[config.mk]
export PLATFORM = sky130hd
export DESIGN_NAME = perr_logger
export DESIGN_NICKNAME = d
export VERILOG_FILES = /design/src/rtl/perr_log_pkg.sv /design/src/rtl/perr_edge_qual.sv /design/src/rtl/perr_stat_cell.sv /design/src/rtl/perr_router.sv /design/src/rtl/perr_logger.sv
export SDC_FILE = /design/constraint.sdc
export NUM_CORES = 1
export LEC_CHECK = 0
export ABC_CLOCK_PERIOD_IN_PS = 800
export BUFFER_PORTS_ARGS = -buffer_cell sky130_fd_sc_hd__clkbuf_2
export CORE_AREA = 2 2 39 41
export CTS_BUF_LIST = sky130_fd_sc_hd__clkbuf_16
export CTS_CLUSTER_DIAMETER = 150
export DETAILED_ROUTE_END_ITERATION = 8
export DIE_AREA = 0 0 41 43
export PLACE_DENSITY = 0.37
export SYNTH_ARGS = -nofsm -noshare
export SYNTH_HDL_FRONTEND = slang
export SYNTH_SLANG_ARGS = --single-unit
[constraint.sdc]
create_clock -name clk -period 0.8 [get_ports clk]
set_input_delay 0.04 -clock clk [delete_from_list [all_inputs] [get_ports clk]]
set_output_delay 0.04 -clock clk [all_outputs]
set_load 0.02 [all_outputs]
[src/rtl/perr_log_pkg.sv]
package perr_log_pkg;

  // Status bit positions; the clear mask uses the same positions.
  localparam int OBS_IDX  = 0;
  localparam int DROP_IDX = 1;
  localparam int STAT_W   = 2;

  typedef logic [STAT_W-1:0] stat_vec_t;

  // A posted-write parity error is counted as dropped only for clean,
  // bridge-driven data with the response enable on.
  function automatic logic drop_qualifies(
    input logic own,
    input logic posted,
    input logic poison,
    input logic resp
  );
    return own & posted & ~poison & resp;
  endfunction

  // Route the two status bits onto one request line.
  function automatic logic route_req(
    input logic obs,
    input logic obs_en,
    input logic drop,
    input logic drop_en
  );
    return (obs & obs_en) | (drop & drop_en);
  endfunction

  // Next value of a status cell.
  function automatic logic cell_next(
    input logic cur,
    input logic set,
    input logic clr,
    input logic pulse
  );
    return set | (cur & ~clr & ~pulse);
  endfunction

endpackage

[src/rtl/perr_edge_qual.sv]
module perr_edge_qual
  import perr_log_pkg::*;
(
  input  logic clk,
  input  logic rst_n,
  input  logic perr_in,
  input  logic own_drv,
  input  logic posted_op,
  input  logic poisoned,
  input  logic resp_en,
  output logic obs_evt,
  output logic drop_evt
);

  logic perr_q;

  always_ff @(posedge clk) begin
    if (!rst_n) perr_q <= 1'b0;
    else        perr_q <= perr_in;
  end

  // Only a rising edge counts, so a long assertion logs once.
  assign obs_evt  = perr_in & ~perr_q;
  assign drop_evt = obs_evt & drop_qualifies(own_drv, posted_op, poisoned, resp_en);


  no_repeat_evt_chk: assert property (@(posedge clk) disable iff (!rst_n)
    obs_evt |=> !obs_evt);


  drop_implies_obs_chk: assert property (@(posedge clk) disable iff (!rst_n)
    drop_evt |-> obs_evt);

endmodule

[src/rtl/perr_stat_cell.sv]
module perr_stat_cell
  import perr_log_pkg::*;
(
  input  logic clk,
  input  logic rst_n,
  input  logic set_evt,
  input  logic clr,
  input  logic pulse,
  output logic q
);

  always_ff @(posedge clk) begin
    if (!rst_n) q <= 1'b0;
    else        q <= cell_next(q, set_evt, clr, pulse);
  end


  set_beats_clear_chk: assert property (@(posedge clk) disable iff (!rst_n)
    set_evt |=> q);


  clear_empties_chk: assert property (@(posedge clk) disable iff (!rst_n)
    (clr && !set_evt) |=> !q);


  pulse_single_chk: assert property (@(posedge clk) disable iff (!rst_n)
    (pulse && q) |=> !q);

endmodule

[src/rtl/perr_router.sv]
module perr_router
  import perr_log_pkg::*;
(
  input  logic      clk,
  input  logic      rst_n,
  input  stat_vec_t stat,
  input  logic      drop_flood_inh,
  input  logic      drop_fatal_en,
  input  logic      drop_nonfatal_en,
  input  logic      obs_flood_en,
  input  logic      obs_fatal_en,
  input  logic      obs_nonfatal_en,
  output logic      flood_req,
  output logic      fatal_req,
  output logic      nonfatal_req
);

  assign flood_req    = route_req(stat[OBS_IDX], obs_flood_en,
                                  stat[DROP_IDX], ~drop_flood_inh);
  assign fatal_req    = route_req(stat[OBS_IDX], obs_fatal_en,
                                  stat[DROP_IDX], drop_fatal_en);
  assign nonfatal_req = route_req(stat[OBS_IDX], obs_nonfatal_en,
                                  stat[DROP_IDX], drop_nonfatal_en);


  quiet_when_clear_chk: assert property (@(posedge clk) disable iff (!rst_n)
    (stat == '0) |-> !(flood_req || fatal_req || nonfatal_req));


  obs_fatal_route_chk: assert property (@(posedge clk) disable iff (!rst_n)
    (stat[OBS_IDX] && obs_fatal_en) |-> fatal_req);

endmodule

[src/rtl/perr_logger.sv]
module perr_logger
  import perr_log_pkg::*;
(
  input  logic              clk,
  input  logic              rst_n,
  input  logic              perr_in,
  input  logic              own_drv,
  input  logic              posted_op,
  input  logic              poisoned,
  input  logic              resp_en,
  input  logic              one_shot,
  input  logic              drop_flood_inh,
  input  logic              drop_fatal_en,
  input  logic              drop_nonfatal_en,
  input  logic              obs_flood_en,
  input  logic              obs_fatal_en,
  input  logic              obs_nonfatal_en,
  input  logic              clr_wr,
  input  logic [STAT_W-1:0] clr_mask,
  output logic              stat_obs,
  output logic              stat_drop,
  output logic              flood_req,
  output logic              fatal_req,
  output logic              nonfatal_req
);

  logic      obs_evt, drop_evt;
  stat_vec_t set_vec, clr_vec, pulse_vec, stat;

  perr_edge_qual u_edge (
    .clk       (clk),
    .rst_n     (rst_n),
    .perr_in   (perr_in),
    .own_drv   (own_drv),
    .posted_op (posted_op),
    .poisoned  (poisoned),
    .resp_en   (resp_en),
    .obs_evt   (obs_evt),
    .drop_evt  (drop_evt)
  );

  always_comb begin
    set_vec           = '0;
    set_vec[OBS_IDX]  = obs_evt;
    set_vec[DROP_IDX] = drop_evt;
    pulse_vec           = '0;
    pulse_vec[DROP_IDX] = one_shot;
    clr_vec = clr_wr ? clr_mask : '0;
  end

  for (genvar i = 0; i < STAT_W; i++) begin : g_cell
    perr_stat_cell u_cell (
      .clk     (clk),
      .rst_n   (rst_n),
      .set_evt (set_vec[i]),
      .clr     (clr_vec[i]),
      .pulse   (pulse_vec[i]),
      .q       (stat[i])
    );
  end

  assign stat_obs  = stat[OBS_IDX];
  assign stat_drop = stat[DROP_IDX];

  perr_router u_route (
    .clk              (clk),
    .rst_n            (rst_n),
    .stat             (stat),
    .drop_flood_inh   (drop_flood_inh),
    .drop_fatal_en    (drop_fatal_en),
    .drop_nonfatal_en (drop_nonfatal_en),
    .obs_flood_en     (obs_flood_en),
    .obs_fatal_en     (obs_fatal_en),
    .obs_nonfatal_en  (obs_nonfatal_en),
    .flood_req        (flood_req),
    .fatal_req        (fatal_req),
    .nonfatal_req     (nonfatal_req)
  );


  obs_logged_chk: assert property (@(posedge clk) disable iff (!rst_n)
    obs_evt |=> stat_obs);


  drop_rise_cause_chk: assert property (@(posedge clk) disable iff (!rst_n)
    $rose(stat_drop) |-> $past(drop_evt));

endmodule

==> flow_metrics.py, run 1 <==
metrics = {
    "run_status": {
        "status": "finished with violations",
        "failed_checks": "negative setup slack",
    },
    "critical_path": {
        "crit_family": "flip-flops",
        "required_ps": 760,
        "critPathKind": "flip-flop to output port",
        "critPathSlowestCell": "dfxtp_2",
        "end_kind": "output port",
        "crit_buf_inv": 1,
        "startpoint_type": "flip-flop",
        "slowest_delay_ps": 330,
        "arrival_ps": 890,
        "cp_max_fo": 5,
        "worstPathCellList": "a22o_1, buf_6",
    },
    "die": {
        "dieHeight_um": 43,
        "rows": 14,
        "core_um2": 1380,
        "ios": 22,
        "die_x_um": 41,
        "die-area_um2": 1760,
        "initial_utilization": 0.112,
    },
    "logic_synthesis": {
        "synth-seq-area-share": 0.387,
        "synth.distinct_cells": 11,
        "synth_area_um2": 155,
        "netlist.area_leader.share": 0.387,
        "syn_nets": 35,
        "synthCells": 18,
        "ys_seq_elements": 3,
        "yosys-top-cells-area": "dfxtp_1 (39%), a22o_1 (11%), nand2_1 (9.7%)",
        "avgSynthCellArea_um2": 8.62,
        "yosys.area.top_type": "dfxtp_1",
        "yosys_warnings": 0,
    },
    "route": {
        "ant_nets": 0,
        "drt_iter0_markers": 1,
        "drt_wl_total_um": 537,
        "wire_per_inst_um": 9.10,
        "drc": 0,
        "vias": 227,
        "drt-vias-per-instance": 3.85,
        "firstDrtPassIters": 2,
    },
    "timing": {
        "period_share": 1.17,
        "hold_viol": 0,
        "finClkSkew_ps": 1.47,
        "final_max_slew_viol_count": 0,
        "setup_slack_ps": -132,
        "period_minus_slack_ps": 932,
        "finalSetupViolations": 3,
        "rsz0062_at_grt": "yes",
        "slew_headroom": 0.925,
        "tns_ps": -381,
        "worst_pin_slew_ps": 112,
        "fmax_ghz": 1.07,
    },
    "global_route": {
        "track_usage": 0.0721,
        "grt_max_degree": 6,
        "antenna_found_initial": 0,
        "grt_pass1_vias": 189,
        "grt_pass1_wl_um": 765,
        "grt_overflow_total": 0,
    },
    "power_and_ir_drop": {
        "peakVddDrop_v": 0.00120,
        "powerDensity_nw_per_um2": 2670,
        "seq_power_share": 0.156,
        "p_sw_frac": 0.175,
        "total_power_mw": 1.05,
        "p_switching_mw": 0.183,
        "clockPowerShare": 0.740,
        "power_frac_comb": 0.105,
        "cell_internal_pwr_mw": 0.864,
        "leakagePower_nw": 0.203,
    },
    "cts": {
        "cts_root_buffer": "clkbuf_16",
        "cts_buffer_depth": 2,
        "cts_tree": "done",
        "clk_pin_slew_ps": 30,
        "numCtsBuffers": 3,
        "cts.sinks": 3,
        "cts.htree.levels": 1,
        "postCtsSetupBuffers": 0,
        "cts_hold_buf": 0,
        "insertion_delay_ps": 220,
    },
    "layout": {
        "area_growth_pct": 152,
        "nets": 61,
        "utilization": 0.283,
        "antennaDiodeCount": 0,
        "final_cell_mix": "clkbuf_2 (16), nand2_1 (4), clkbuf_16 (3)",
        "fin_cells": 59,
        "final_common_cell": "clkbuf_2",
        "layout-drive-gt1-share": 0.698,
    },
    "placement": {
        "routabilityCongestion": 0.565,
        "hpwlAfterDp_um": 435,
        "placed_cells": 55,
        "port_buffers": 21,
    },
    "worst_hold_path": {
        "min_path_type": "input port to flip-flop",
    },
    "run": {
        "maxCapViolations": 0,
    },
}
[state kept, by name, summed over array words and instances (netlist names)]
register and count:
g_cell.u_cell.q 2, u_edge.perr_q 1
[cell type report]
| type | instances | area, µm² |
|---|---|---|
| Timing Repair Buffer | 21 | 129 |
| Inverter | 1 | 3.75 |
| Clock inverter | 1 | 3.75 |
| Tap cell | 16 | 20.0 |
| Sequential cell | 3 | 65.1 |
| Multi-Input combinational cell | 14 | 95.1 |
| Clock buffer | 3 | 75.1 |
| Fill cell | 149 | 992 |
[Yosys cell counts]
cell,count
nand2_1,4
dfxtp_1,3
a22o_1,2
nor2b_1,2
a21oi_1,1
and2_4,1
inv_1,1
nand4_1,1
nand4b_1,1
nor3b_2,1
o21ai_0,1
[power groups by stage]
| stage | Combinational, mW | Sequential [mW] | Clock, mW |
|---|---|---|---|
| after global placement | 0.0993 | 0.167 | 0 |
| after CTS | 0.103 | 0.166 | 0.792 |
| final | 0.109 | 0.163 | 0.774 |
| after floorplan | 0.0369 | 0.171 | 0 |
| after detailed placement | 0.0979 | 0.167 | 0 |
| after global routing | 0.123 | 0.164 | 0.816 |
[worst register-to-register path, delay by kind of cell (launching register included)]
family	cells	cell delay, ps
simple gates	3	300
flops	1	310
[path summary, 6_finish.rpt]
kind	endpoint	cells past startpoint	from	slack, ps
max reg2reg	g_cell[1].u_cell.q	3	u_edge.perr_q	120
min reg2reg	g_cell[1].u_cell.q	2	g_cell[1].u_cell.q	540
min	g_cell[1].u_cell.q	3	posted_op	40
max	fatal_req	2	g_cell[0].u_cell.q	-130
[metal layers]
layer  vias up  share of wire  GRT usage
li1        115              -          -
met1        87           0.36     0.0799
met2        25           0.40     0.0906
met3         0           0.23     0.0628
met4         0              0     0.0400
met5         -              0          0
[repair_timing]
item | 4_1_cts | 5_1_grt
resized for setup | 4 | 11
setup endpoints to repair | 4 | 5
pin swaps | 1 | 2
[cells by family (layout without fill, tap and decap cells)]
family / count (synthesis) / after routing / synth area share
AND/OR/NAND/NOR: 10 / 10 / 0.411
buffers and inverters: 1 / 26 / 0.0242
AO/OA/AOI/OAI: 4 / 4 / 0.177
flip-flops: 3 / 3 / 0.387
[per-stage QoR]
| step | area, µm² | worst slack [ps] | hold slack (ps) |
|---|---|---|---|
| 3_5_place_dp | 285 | 43.9 | 264 |
| 3_3_place_gp | 285 | 59.0 | 267 |
| 6_report | 392 | -132 | 38.0 |
| 2_1_floorplan | 160 | -6.04 | 157 |
| 4_1_cts | 374 | -148 | 41.1 |
| 5_1_grt | 392 | -171 | 64.9 |
Power figures use the tool's default switching activity.
==> run 2: changes to the inputs <==
--- a/config.mk
+++ b/config.mk
@@ -5,7 +5,7 @@
 export SDC_FILE = /design/constraint.sdc
 export NUM_CORES = 1
 export LEC_CHECK = 0
-export ABC_CLOCK_PERIOD_IN_PS = 800
+export ABC_CLOCK_PERIOD_IN_PS = 1100
 export BUFFER_PORTS_ARGS = -buffer_cell sky130_fd_sc_hd__clkbuf_2
 export CORE_AREA = 2 2 39 41
 export CTS_BUF_LIST = sky130_fd_sc_hd__clkbuf_16
==> constraint.sdc (replaced) <==
create_clock -name clk -period 1.1 [get_ports clk]
set_input_delay 0.055 -clock clk [delete_from_list [all_inputs] [get_ports clk]]
set_output_delay 0.055 -clock clk [all_outputs]
set_load 0.02 [all_outputs]
==> run 2 against run 1 <==
The flow now finishes without violations. Worst setup slack better by 240 ps. Sequential share of layout area up 0.40 points. Die area stayed put.
==> flow_metrics.py, run 2 (same netlist as run 1, synthesis figures left out) <==
metrics = {
    "layout": {
        "area_growth_pct": 132,
        "final_cell_mix": "clkbuf_2 (21), nand2_1 (4), clkbuf_16 (3)",
        "reg_top3": "g_cell.u_cell.q: 2 flops, u_edge.perr_q: 1 flops",
        "layout-drive-gt1-share": 0.628,
        "post-route-cell-area_um2": 360,
        "largest_reg_flops": 2,
        "largest-register": "g_cell.u_cell.q",
        "nets": 61,
        "final_common_cell": "clkbuf_2",
        "antennaDiodeCount": 0,
    },
    "critical_path": {
        "cp_max_fo": 5,
        "arrival_ps": 940,
        "slowest_delay_ps": 350,
        "crit_family": "flip-flops",
        "startpoint_type": "flip-flop",
        "worstPathCellList": "inv_1, o21ai_0, clkbuf_2",
        "crit_buf_inv": 2,
        "critPathKind": "flip-flop to output port",
        "required_ps": 1040,
        "end_kind": "output port",
        "critPathSlowestCell": "dfxtp_2",
    },
    "timing": {
        "hold_viol": 0,
        "period_minus_slack_ps": 997,
        "final_max_slew_viol_count": 0,
        "period_share": 0.906,
        "tns_ps": 0,
        "finClkSkew_ps": 0.262,
        "rsz0062_at_grt": "no",
        "slew_headroom": 0.895,
        "finalSetupViolations": 0,
        "fmax_ghz": 1.00,
        "worst_pin_slew_ps": 157,
    },
    "placement": {
        "routabilityCongestion": 0.580,
        "placed_area_um2": 280,
        "port_buffers": 21,
        "hpwlAfterDp_um": 437,
    },
    "global_route": {
        "track_usage": 0.0772,
        "grt_pass1_wl_um": 772,
        "grt_max_degree": 6,
        "antenna_found_initial": 0,
        "grt_overflow_total": 0,
        "grt_pass1_vias": 203,
    },
    "cts": {
        "insertion_delay_ps": 220,
        "cts_root_buffer": "clkbuf_16",
        "cts.sinks": 3,
        "clk_pin_slew_ps": 30,
        "cts_hold_buf": 0,
        "cts.htree.levels": 1,
        "cts_tree": "done",
        "cts_buffer_depth": 2,
        "numCtsBuffers": 3,
    },
    "worst_hold_path": {
        "min_path_type": "input port to flip-flop",
    },
    "run": {
        "maxCapViolations": 0,
    },
    "power_and_ir_drop": {
        "p_sw_frac": 0.175,
        "leakagePower_nw": 0.194,
        "total_power_mw": 0.754,
        "peakVddDrop_v": 0.000741,
        "power_frac_comb": 0.091,
        "clockPowerShare": 0.750,
        "cell_internal_pwr_mw": 0.622,
        "p_switching_mw": 0.132,
        "seq_power_share": 0.159,
        "powerDensity_nw_per_um2": 2090,
    },
    "die": {
        "core_um2": 1380,
        "rows": 14,
        "initial_utilization": 0.112,
        "die_x_um": 41,
        "dieHeight_um": 43,
        "die-area_um2": 1760,
        "ios": 22,
    },
    "route": {
        "drt_wl_total_um": 545,
        "drc": 0,
        "firstDrtPassIters": 4,
        "drt-vias-per-instance": 3.81,
        "wire_per_inst_um": 9.24,
        "vias": 225,
        "drt_iter0_markers": 1,
        "ant_nets": 0,
    },
    "run_status": {
        "status": "finished, final reports clean",
    },
}
run 2: cell types whose count changed in the layout (fill, tap and decap cells not counted), sizes merged:
| cell | delta |
|---|---|
| buf | -4 |
| clkbuf | +4 |
run 2: path summary, 6_finish.rpt:
kind	depth (start not counted)	from	to	slack (ps)
worst max register to register	3	u_edge.perr_q	g_cell[1].u_cell.q	400
worst max-delay path	3	g_cell[1].u_cell.q	flood_req	100
worst min-delay path	3	posted_op	g_cell[1].u_cell.q	70
worst min register to register	2	g_cell[1].u_cell.q	g_cell[1].u_cell.q	510
run 2: metrics by stage:
| stage | setup slack [ps] | hold WS [ps] | util | std cells |
|---|---|---|---|---|
| floorplan | 19.1 | 183 | - | 18 |
| global placement | 295 | 294 | 0.203 | 55 |
| detailed placement | 286 | 306 | 0.203 | 55 |
| CTS | 46.8 | 75.1 | 0.259 | 59 |
| global route | 13.1 | 81.2 | 0.260 | 59 |
| finish | 103 | 65.0 | 0.260 | 59 |
run 2: area by class of cell:
cell class / instances / area [µm²]
Fill cell: 152 / 1020
Clock inverter: 1 / 3.75
Inverter: 1 / 3.75
Clock buffer: 3 / 75.1
Tap cell: 16 / 20.0
Multi-Input combinational cell: 14 / 91.3
Timing Repair Buffer: 21 / 105
Sequential cell: 3 / 61.3
run 2: routing by layer:
layer  vias up  track usage  share of wire
li1        114            -              -
met1        86       0.0769           0.39
met2        23       0.0875           0.33
met3         2       0.0681           0.25
met4         0       0.0800          0.026
met5         -            0              0
run 2: worst reg2reg max path: cells and delay by family (launching register included):
family	cells	cell delay [ps]
AND/OR/NAND/NOR	3	330
flip-flops	1	310
run 2: power by group through the flow:
stage / Sequential, mW / Combinational (mW) / Clock (mW)
4_1_cts: 0.120 / 0.0695 / 0.577
2_1_floorplan: 0.124 / 0.0258 / 0
3_5_place_dp: 0.122 / 0.0691 / 0
3_3_place_gp: 0.122 / 0.0700 / 0
5_1_grt: 0.121 / 0.0764 / 0.601
6_report: 0.120 / 0.0686 / 0.565
run 2: repair_timing:
item	CTS	global route
resized for setup	0	1
setup endpoints to repair	0	1
setup buffers	0	0
==> run 3: changes to the inputs <==
--- a/config.mk
+++ b/config.mk
@@ -13,6 +13,7 @@
 export DETAILED_ROUTE_END_ITERATION = 8
 export DIE_AREA = 0 0 41 43
 export PLACE_DENSITY = 0.37
+export RECOVER_POWER = 100
 export SYNTH_ARGS = -nofsm -noshare
 export SYNTH_HDL_FRONTEND = slang
 export SYNTH_SLANG_ARGS = --single-unit
==> run 3 against run 2 <==
Non-clock buffer count stayed put. Final cell count did not move. Sequential power barely moved. Sequential share of layout area grew 0.42 points. Core utilization is 0.63 points lower. Largest power group unchanged. Design area decreased by 2.4%. Critical path depth unchanged. Routed wire length up 1.5%.
==> flow_metrics.py, run 3 (same netlist as run 1, synthesis figures left out) <==
metrics = {
    "critical_path": {
        "cp_max_fo": 5,
        "slowest_delay_ps": 350,
        "r2r-start": "u_edge.perr_q",
        "startpoint_type": "flip-flop",
        "critPathKind": "flip-flop to output port",
        "crit_family": "flip-flops",
        "required_ps": 1040,
        "reg2reg_slack_ps": 360,
        "crit_buf_inv": 2,
        "critPathSlowestCell": "dfxtp_2",
        "timing.rr.end": "g_cell[1].u_cell.q",
        "r2r_cells": 3,
        "worstPathCellList": "inv_1, o21ai_0, clkbuf_2",
        "end_kind": "output port",
        "arrival_ps": 940,
    },
    "die": {
        "ios": 22,
        "core_um2": 1380,
        "initial_utilization": 0.112,
        "die_x_um": 41,
        "rows": 14,
        "die-area_um2": 1760,
        "dieHeight_um": 43,
    },
    "timing": {
        "rsz0062_at_grt": "no",
        "final_max_slew_viol_count": 0,
        "tns_ps": 0,
        "worst_pin_slew_ps": 249,
        "period_minus_slack_ps": 997,
        "finalSetupViolations": 0,
        "hold_viol": 0,
        "slew_headroom": 0.835,
        "finClkSkew_ps": 0.262,
        "period_share": 0.906,
        "fmax_ghz": 1.00,
    },
    "layout": {
        "antennaDiodeCount": 0,
        "largest-register": "g_cell.u_cell.q",
        "layout-drive-gt1-share": 0.535,
        "nets": 61,
        "final_common_cell": "clkbuf_2",
        "final_cell_mix": "clkbuf_2 (18), nand2_1 (4), clkbuf_16 (3), clkbuf_1 (3)",
        "largest_reg_flops": 2,
        "area_growth_pct": 127,
        "post-route-cell-area_um2": 352,
        "reg_top3": "g_cell.u_cell.q: 2 flops, u_edge.perr_q: 1 flops",
    },
    "route": {
        "vias": 225,
        "drc": 0,
        "wire_per_inst_um": 9.37,
        "ant_nets": 0,
        "drt_iter0_markers": 1,
        "drt_wl_total_um": 553,
        "drt-vias-per-instance": 3.81,
        "firstDrtPassIters": 4,
    },
    "global_route": {
        "grt_pass1_wl_um": 772,
        "antenna_found_initial": 0,
        "track_usage": 0.0772,
        "grt_pass1_vias": 203,
        "grt_overflow_total": 0,
        "grt_max_degree": 6,
    },
    "placement": {
        "port_buffers": 21,
        "placed_area_um2": 280,
        "routabilityCongestion": 0.580,
        "hpwlAfterDp_um": 437,
    },
    "worst_hold_path": {
        "hold_end": "g_cell[1].u_cell.q",
        "min_path_type": "input port to flip-flop",
        "worstHoldStart": "posted_op",
        "hold_path_depth": 3,
    },
    "power_and_ir_drop": {
        "total_power_mw": 0.751,
        "peakVddDrop_v": 0.000736,
        "leakagePower_nw": 0.182,
        "powerDensity_nw_per_um2": 2140,
    },
    "cts": {
        "insertion_delay_ps": 220,
        "clk_pin_slew_ps": 30,
        "cts_root_buffer": "clkbuf_16",
        "cts_tree": "done",
        "cts.sinks": 3,
        "cts.htree.levels": 1,
        "cts_hold_buf": 0,
        "numCtsBuffers": 3,
        "postCtsSetupBuffers": 0,
        "postCtsResizedCells": 0,
        "cts_buffer_depth": 2,
    },
    "run_status": {
        "status": "finished, final reports clean",
    },
    "run": {
        "maxCapViolations": 0,
    },
}
run 3: cell count changes in the layout (fill, tap and decap cells not counted):
cell      before  now
nor3b_1        0    1
clkbuf_1       0    3
nor3b_2        1    0
clkbuf_2      21   18
run 3: metal layers:
metal	vias to the layer above	GRT usage	share of wire
met5	-	0	0
met4	0	0.0800	0.025
met3	2	0.0681	0.26
met2	23	0.0875	0.33
li1	114	-	-
met1	86	0.0769	0.39
run 3: worst max path at each step:
stage                             startpoint   endpoint  slack, ps  cells past startpoint
after floorplan           g_cell[1].u_cell.q  flood_req         20                      2
final                     g_cell[1].u_cell.q  flood_req        100                      3
after CTS                 g_cell[1].u_cell.q  flood_req         50                      3
after detailed placement  g_cell[1].u_cell.q  flood_req        290                      3
after global routing      g_cell[0].u_cell.q  flood_req         10                      3
after global placement    g_cell[1].u_cell.q  flood_req        300                      3
run 3: final cells by class:
| type | instances | area (µm²) |
|---|---|---|
| Clock buffer | 3 | 75.1 |
| Clock inverter | 1 | 3.75 |
| Fill cell | 151 | 1030 |
| Inverter | 1 | 3.75 |
| Multi-Input combinational cell | 14 | 86.3 |
| Sequential cell | 3 | 61.3 |
| Tap cell | 16 | 20.0 |
| Timing Repair Buffer | 21 | 101 |
run 3: through the flow:
stage          worst slack, ps  hold WS, ps  cells  utilization
2_1_floorplan             19.1          183     18            -
3_3_place_gp               295          294     55        0.203
3_5_place_dp               286          306     55        0.203
4_1_cts                   46.8         75.1     59        0.259
5_1_grt                   13.2         81.2     59        0.254
6_report                   103         64.9     59        0.254
run 3: worst reg2reg max path, stage by stage, from the launching register on:
cell	delay, ps
dfxtp_1	300
nor3b_1	180
nand4_1	130
nand2_1	70
run 3: report_power, final:
| group | internal [mW] | total [mW] | switching [mW] |
|---|---|---|---|
| Combinational | 0.0363 | 0.0665 | 0.0302 |
| Sequential | 0.115 | 0.120 | 0.00488 |
| Clock | 0.468 | 0.565 | 0.0967 |
